<file path="src/rtl/wstrobe_guard_pkg.sv">
package wstrobe_guard_pkg;

    // Raw pin bundle, in the order the synchronizer carries it.
    typedef struct packed {
        logic cs_n;
        logic we_n;
        logic oe_n;
        logic supply;
    } wsg_pins_t;

    localparam int unsigned PIN_W = $bits(wsg_pins_t);

    // Idle value of every pin: strobes inactive, supply treated as bad.
    localparam wsg_pins_t PINS_IDLE = '{cs_n: 1'b1, we_n: 1'b1, oe_n: 1'b1, supply: 1'b0};

    // Filter states for one strobe.
    typedef enum logic [1:0] {
        FLT_IDLE  = 2'd0,
        FLT_COUNT = 2'd1,
        FLT_PASS  = 2'd2,
        FLT_SPENT = 2'd3
    } wsg_flt_state_e;

    // Qualified strobe pair delivered to the sequencer.
    typedef struct packed {
        logic gate;
        logic fire;
    } wsg_strobe_t;

    // Width of a counter that must hold the value n.
    function automatic int unsigned cnt_width(input int unsigned n);
        return (n < 2) ? 1 : $clog2(n + 1);
    endfunction

    // Write condition from synchronized pins: both selects low, output enable high.
    function automatic logic write_cond(input wsg_pins_t p);
        return (!p.cs_n) && (!p.we_n) && p.oe_n;
    endfunction

endpackage

</file>
<file path="src/rtl/wstrobe_sync.sv">
module wstrobe_sync #(
    parameter int unsigned STAGES = 2,
    parameter int unsigned WIDTH  = 4,
    parameter logic [WIDTH-1:0] RST_VAL = '0
) (
    input  logic             clk,
    input  logic             rst,
    input  logic [WIDTH-1:0] d_i,
    output logic [WIDTH-1:0] q_o
);

    generate
        if (STAGES == 0) begin : g_bypass
            assign q_o = d_i;
        end else begin : g_chain
            logic [WIDTH-1:0] chain_q [STAGES];
            for (genvar s = 0; s < STAGES; s++) begin : g_stage
                always_ff @(posedge clk) begin
                    if (rst) begin
                        chain_q[s] <= RST_VAL;
                    end else if (s == 0) begin
                        chain_q[s] <= d_i;
                    end else begin
                        chain_q[s] <= chain_q[(s == 0) ? 0 : s - 1];
                    end
                end
            end
            assign q_o = chain_q[STAGES-1];
        end
    endgenerate

endmodule

</file>
<file path="src/rtl/wstrobe_pwr_timer.sv">
module wstrobe_pwr_timer
    import wstrobe_guard_pkg::*;
#(
    parameter int unsigned PU_DELAY = 250000
) (
    input  logic clk,
    input  logic rst,
    input  logic supply_i,
    output logic armed_o
);

    localparam int unsigned CW = cnt_width(PU_DELAY);
    localparam logic [CW-1:0] LIMIT = CW'(PU_DELAY);

    logic [CW-1:0] cnt_q;

    // Counts consecutive good-supply cycles, saturating at the limit.
    // Any bad-supply cycle sends it back to zero.
    always_ff @(posedge clk) begin
        if (rst) begin
            cnt_q <= '0;
        end else if (!supply_i) begin
            cnt_q <= '0;
        end else if (cnt_q != LIMIT) begin
            cnt_q <= cnt_q + CW'(1);
        end
    end

    // The supply term drops arming in the same cycle the flag is seen low.
    assign armed_o = supply_i && (cnt_q == LIMIT);

endmodule

</file>
<file path="src/rtl/wstrobe_pulse_filter.sv">
module wstrobe_pulse_filter
    import wstrobe_guard_pkg::*;
#(
    parameter int unsigned MIN_PULSE = 4
) (
    input  logic        clk,
    input  logic        rst,
    input  logic        cond_i,
    input  logic        armed_i,
    output wsg_strobe_t strobe_o
);

    localparam int unsigned WW = cnt_width(MIN_PULSE);
    localparam logic [WW-1:0] WLIM = WW'(MIN_PULSE);

    wsg_flt_state_e state_q, state_d;
    logic [WW-1:0]  width_q, width_d;
    logic           fire_q, fire_d;

    always_comb begin
        state_d = state_q;
        width_d = width_q;
        unique case (state_q)
            FLT_IDLE: begin
                width_d = '0;
                if (cond_i) begin
                    if (!armed_i) begin
                        state_d = FLT_SPENT;
                    end else if (MIN_PULSE <= 1) begin
                        state_d = FLT_PASS;
                    end else begin
                        state_d = FLT_COUNT;
                        width_d = WW'(1);
                    end
                end
            end
            FLT_COUNT: begin
                if (!cond_i) begin
                    state_d = FLT_IDLE;
                    width_d = '0;
                end else if (!armed_i) begin
                    state_d = FLT_SPENT;
                    width_d = '0;
                end else begin
                    width_d = width_q + WW'(1);
                    if (width_q + WW'(1) == WLIM) begin
                        state_d = FLT_PASS;
                    end
                end
            end
            FLT_PASS: begin
                width_d = '0;
                if (!cond_i) begin
                    state_d = FLT_IDLE;
                end else if (!armed_i) begin
                    state_d = FLT_SPENT;
                end
            end
            FLT_SPENT: begin
                width_d = '0;
                if (!cond_i) begin
                    state_d = FLT_IDLE;
                end
            end
            default: begin
                state_d = FLT_IDLE;
                width_d = '0;
            end
        endcase
    end

    assign fire_d = (state_d == FLT_PASS) && (state_q != FLT_PASS);

    always_ff @(posedge clk) begin
        if (rst) begin
            state_q <= FLT_IDLE;
            width_q <= '0;
            fire_q  <= 1'b0;
        end else begin
            state_q <= state_d;
            width_q <= width_d;
            fire_q  <= fire_d;
        end
    end

    assign strobe_o.gate = (state_q == FLT_PASS);
    assign strobe_o.fire = fire_q;

endmodule

</file>
<file path="src/rtl/wstrobe_guard.sv">
module wstrobe_guard
    import wstrobe_guard_pkg::*;
#(
    parameter int unsigned SYNC_STAGES = 2,
    parameter int unsigned MIN_PULSE   = 4,
    parameter int unsigned PU_DELAY    = 250000
) (
    input  logic clk,
    input  logic rst,
    input  logic supply_ok_i,
    input  logic cs_n_i,
    input  logic we_n_i,
    input  logic oe_n_i,
    output logic wr_gate_o,
    output logic wr_fire_o
);

    wsg_pins_t   pins_raw;
    wsg_pins_t   pins_s;
    logic        supply_s;
    logic        act_s;
    logic        armed;
    wsg_strobe_t strobe;

    assign pins_raw = '{cs_n: cs_n_i, we_n: we_n_i, oe_n: oe_n_i, supply: supply_ok_i};

    wstrobe_sync #(
        .STAGES  (SYNC_STAGES),
        .WIDTH   (PIN_W),
        .RST_VAL (PINS_IDLE)
    ) sync_i (
        .clk (clk),
        .rst (rst),
        .d_i (pins_raw),
        .q_o (pins_s)
    );

    assign supply_s = pins_s.supply;
    assign act_s    = write_cond(pins_s);

    wstrobe_pwr_timer #(
        .PU_DELAY (PU_DELAY)
    ) timer_i (
        .clk      (clk),
        .rst      (rst),
        .supply_i (supply_s),
        .armed_o  (armed)
    );

    wstrobe_pulse_filter #(
        .MIN_PULSE (MIN_PULSE)
    ) filter_i (
        .clk      (clk),
        .rst      (rst),
        .cond_i   (act_s),
        .armed_i  (armed),
        .strobe_o (strobe)
    );

    assign wr_gate_o = strobe.gate;
    assign wr_fire_o = strobe.fire;

endmodule

</file>
<file path="config.mk">
export PLATFORM = sky130hd
export DESIGN_NAME = wstrobe_guard
export DESIGN_NICKNAME = d
export VERILOG_FILES = /design/src/rtl/wstrobe_guard_pkg.sv /design/src/rtl/wstrobe_sync.sv /design/src/rtl/wstrobe_pwr_timer.sv /design/src/rtl/wstrobe_pulse_filter.sv /design/src/rtl/wstrobe_guard.sv
export SDC_FILE = /design/constraint.sdc
export NUM_CORES = 1
export LEC_CHECK = 0
export BUFFER_PORTS_ARGS = -buffer_cell sky130_fd_sc_hd__buf_2
export CORE_ASPECT_RATIO = 1.1
export CORE_MARGIN = 2
export CORE_UTILIZATION = 40
export CTS_BUF_LIST = sky130_fd_sc_hd__clkbuf_4 sky130_fd_sc_hd__clkbuf_8 sky130_fd_sc_hd__clkbuf_16
export DETAILED_ROUTE_END_ITERATION = 7
export SLEW_MARGIN = 15
export SYNTH_ARGS = -nofsm -noshare
export SYNTH_HDL_FRONTEND = slang
export SYNTH_SLANG_ARGS = --single-unit
</file>
<file path="constraint.sdc">
create_clock -name clk -period 1.8 [get_ports clk]
set_input_delay 0.18 -clock clk [delete_from_list [all_inputs] [get_ports clk]]
set_output_delay 0.18 -clock clk [all_outputs]
set_load 0.02 [all_outputs]
</file>
After elaboration in Yosys (flattened, before gate mapping)
Memories as Yosys holds them, arrays and structs flattened.
Cells that the tools add are included.
{ "totals": {"rom_bits": 0, "mem_bits_rw": 8, "in_bits": 6, "word_cells": 46, "memories": 1, "register_bits": 24, "output_inout_bits": 2, "latchBits": 0} }
{ "op_classes": {"n_div": 0, "n_reduce_logical": 9, "bitwise_logic": 3, "add_sub_neg": 2, "magnitude_cmp": 0, "mul": 0, "eq_ne": 8, "n_shift": 0, "muxes": 19} }
{ "memory_table": {"columns": ["name", "depth", "width", "rd", "rd_clocked_by_memory_dff", "wr", "line_no", "rtl"], "rows": [
  ["sync_i.g_chain.chain_q", 2, 4, 2, 0, 2, "wstrobe_sync.sv:16", "logic [WIDTH-1:0] chain_q [STAGES];"]
]} }
{ "ops": {"columns": ["op", "n"], "rows": [
  ["adder 18 x 1 -> 18 bit, second input constant", 1],
  ["equality test 18 bit, second input constant", 1],
  ["inequality test 18 bit, second input constant", 1],
  ["two-way mux 2 bit", 8],
  ["two-way mux 3 bit", 3],
  ["case mux 3 bit (3 select lines)", 1],
  ["two-way mux 4 bit", 2],
  ["case mux 2 bit (4 select lines)", 1],
  ["equality test 2 bit, second input constant", 3],
  ["logical AND 1 bit", 4],
  ["two-way mux 1 bit", 4],
  ["OR reduction 2 bit", 2],
  ["adder 3 x 1 -> 3 bit, second input constant", 1],
  ["equality test 3 bit, second input constant", 1],
  ["equality test 2 x 1 -> 1 bit, second input constant", 1],
  ["logical NOT 1 bit", 2],
  ["logical NOT 2 bit", 1],
  ["inequality test 2 bit, second input constant", 1],
  ["OR 1 bit", 2],
  ["inverter 1 bit", 1]
]} }

Logic depth before layout (Yosys ltp)
{ "logic_depth": {"depth_word": 8, "mapped_depth": 6} }

Hierarchy
A second synthesis with hierarchy kept.
{ "hier_totals": {"hier_cells": 147, "area_unflattened_um2": 1400.1} }
{ "modules_own_cells": {"columns": ["module", "area_per_inst_um2", "seq_area_each_um2", "instances", "cells_each"], "rows": [
  ["wstrobe_pwr_timer", 894.6, 360.3, 1, 105],
  ["wstrobe_pulse_filter", 282.8, 120.1, 1, 25],
  ["wstrobe_sync", 210.2, 160.2, 1, 16],
  ["wstrobe_guard", 12.5, 0.0, 1, 1]
]} }

Worst setup path after synthesis
Ideal clock, no wire load.
{ "synth_timing": {"path_type": "register to register", "from": "register timer_i.cnt_q[0]", "to": "register timer_i.cnt_q[16]", "required_ps": 1730, "slack_ps": 84, "path_stages_with_launch": 6, "synth_period_minus_slack_ps": 1716, "arrival_ps": 1646, "n_path_buf": 0, "cell_sequence": "dfxtp_1 ha_1 nand2_2 or3_1 or4_1 a21oi_1"} }
{ "synth_via": {"elab_chain_len": 1, "word_cells_on_any_way": 2, "classes_between": "1 x add/sub; 1 x eq/ne"} }
{ "synth_lines": {"columns": ["item", "line_no", "rtl"], "rows": [
  ["start: declaration", "wstrobe_pwr_timer.sv:15", "logic [CW-1:0] cnt_q;"],
  ["start signal: assignment", "wstrobe_pwr_timer.sv:25", "cnt_q <= cnt_q + CW'(1);"],
  ["adder 18 x 1 -> 18 bit / inequality test 18 bit (equally long branches)", "wstrobe_pwr_timer.sv:25, wstrobe_pwr_timer.sv:24", null]
]} }
Parallel ways exist; a longest one is shown, timed or not.
A chain may end at the register's enable or synchronous reset.

Worst setup path after layout
Ends and elaborated chain as after synthesis.

==> impl_metrics.ini <==
[drt]
highest_layer = met4
via_per_inst = 5.44
wl_met3_um = 102
drt-total-wl_um = 2720
drcViolationCount = 0
dr_total_vias = 1088
routedLengthMet1_um = 1230
drtAntennaViolNets = 0
wl_per_cell_um = 13.6
drt-initial-drc-count = 41
met2_length_um = 1350
drt_pass1_iterations = 4

[timing]
skew_ps = 6.27
fin_crit_sh = 0.954
setup_viol = 0
finalMaxSlewViolations = 0
fmax_mhz = 582
setup_tns_ps = 0
whs_ps = 25.7
post-route-min-period_ps = 1720
worst_pin_slew_ps = 676
relSlewSlack = 0.549
rsz0062_at_grt = false
hold_viol_final = 0
timing.final.ws_setup_ps = 81.9

[synthesis]
syn_nets = 155
ys_async_sr_fraction = 0
synth_cell_types = 36
synth_edf_count = 0
avgSynthCellArea_um2 = 9.35
yosysWarnings = 0
synth_cells = 145
ys.flop_type = dfxtp_1
ys_seq_area_frac = 0.472
syn_area_um2 = 1360
ys_ff_latch = 32

[min_path]
hold_start = oe_n_i
hold_class = in -> reg

[clocking]
postCtsSetupBuffers = 0
clk_latency_ps = 330
htree_levels = 2
cts_buffers = 5
clk_pin_slew_ps = 100
cts_tree = yes
clockBufferDepth = 2
clock_sinks = 32
clockRootBuffer = clkbuf_4

[grt]
grt_use_total = 0.165
grt_pass1_vias = 1075
grt_overflow = 0
grt_max_degree = 18
grt_pass1_wl_um = 4720
antenna_found_initial = 0

[layout]
multiInputGateArea_um2 = 696
area_growth_pct = 15.2
fill_cells = 333
final_net_count = 173
antenna_cells = 0
post_route_cells_drive_above_1_share = 0.238
final_area_um2 = 1560
regArea_um2 = 644

[place]
dp_hpwl_um = 1900
postPlaceCellArea_um2 = 1470
dp_slack_ps = 44.0
portBuffers = 7
gp_congestion = 0.714

[setup_path]
path_class = reg -> reg
r2r_start = timer_i.cnt_q[0]
critPathLaunch = timer_i.cnt_q[0]
start_kind = register
crit_arrival_ps = 1980
cp_data_required_time_ps = 2060
cp_max_fo = 4
endpoint_kind = register

[power]
leakage_uw = 0.000541
power_density_nw_per_um2 = 756
irDropWorstVdd_v = 0.000568

[flow_run]
cap_violations = 0

[floorplan]
placementRows = 22
die_x_um = 59.5
die_area_um2 = 3870
start_util = 0.411
coreArea_um2 = 3300
die_h_um = 65.1
io_pins = 8

[status]
outcome = finished, final reports clean
[state kept, by name, indices dropped and copies added, names as in the netlist]
signal / flops
timer_i.cnt_q: 18
sync_i.g_chain.chain_q: 8
filter_i.width_q: 3
filter_i.state_q: 2
filter_i.fire_q: 1
[layer usage]
| layer | global-route usage | vias up |
|---|---|---|
| li1 | - | 560 |
| met1 | 0.189 | 507 |
| met2 | 0.268 | 17 |
| met3 | 0.0599 | 4 |
| met4 | 0.0750 | 0 |
| met5 | 0 | - |
[synthesized netlist by cell type (5+ instances only)]
master    n  share of area
a21oi_1   9          0.033
o21ai_0   7          0.026
xnor2_1   6          0.039
or2_2     7          0.032
nor4_1    6          0.028
nor2_1   10          0.028
inv_1     5          0.014
or3_1     7          0.032
nand3_1   8          0.030
dfxtp_1  32           0.47
nand2_1   5          0.014
[layout make-up]
class | instances | area share
clock buffers | 6 | 0.0328
clock inverters | 2 | 0.00641
inverters | 5 | 0.0120
multi-input cells | 104 | 0.445
flip-flops and latches | 32 | 0.412
well taps | 36 | 0.0288
repair buffers | 15 | 0.0624
[worst paths after layout]
path / endpoint / slack [ps] / cells past startpoint
min: sync_i.g_chain.chain_q[0][1] / 30 / 2
min reg2reg: sync_i.g_chain.chain_q[1][2] / 420 / 1
max: timer_i.cnt_q[16] / 80 / 5
max reg2reg: timer_i.cnt_q[16] / 80 / 5
[critical path, stage by stage, from the launching register on]
cell,delay (ps)
dfxtp_2,370
ha_2,190
nand2_2,60
or3_4,410
or4_1,470
a21oi_1,140
[placed cells by master (no fill, tap or decap), types with 4 or more instances in the layout]
master    instances
o21ai_0           7
nor4_1            6
or2_2             7
nand3_1           8
inv_1             5
nand2_1           5
nor2_1           10
xnor2_1           6
dfxtp_1          29
buf_2             7
nor2b_1           4
a21oi_1           9
buf_4             7
or3_1             6
clkbuf_4          5
[power breakdown]
part           total [uW]  internal, uW  switching (uW)
registers             720           717            3.39
clock network         434           186             248
logic                26.7          14.8            11.9
[what timing repair did]
action                     4_1_cts  5_1_grt
setup endpoints to repair        0        3
hold buffers                     1        0
hold endpoints to repair         1        0
gates resized for setup          0        6
[kinds of logic (layout without fill, tap and decap cells)]
family	after synthesis	after routing	synth area share
simple gates	68	68	0.308
compound gates	23	23	0.0996
fa+ha+maj	4	4	0.0369
xor+xnor	9	9	0.0581
flops	32	32	0.472
buf+inv	9	28	0.0249
[metrics by stage]
| stage | total power (uW) | utilization | std cells |
|---|---|---|---|
| global route | 1240 | 0.473 | 200 |
| CTS | 1200 | 0.468 | 200 |
| global placement | 760 | 0.446 | 191 |
| finish | 1180 | 0.473 | 200 |
| floorplan | 751 | - | 145 |
| detailed placement | 761 | 0.446 | 191 |
(Power assumes the default switching activity.)
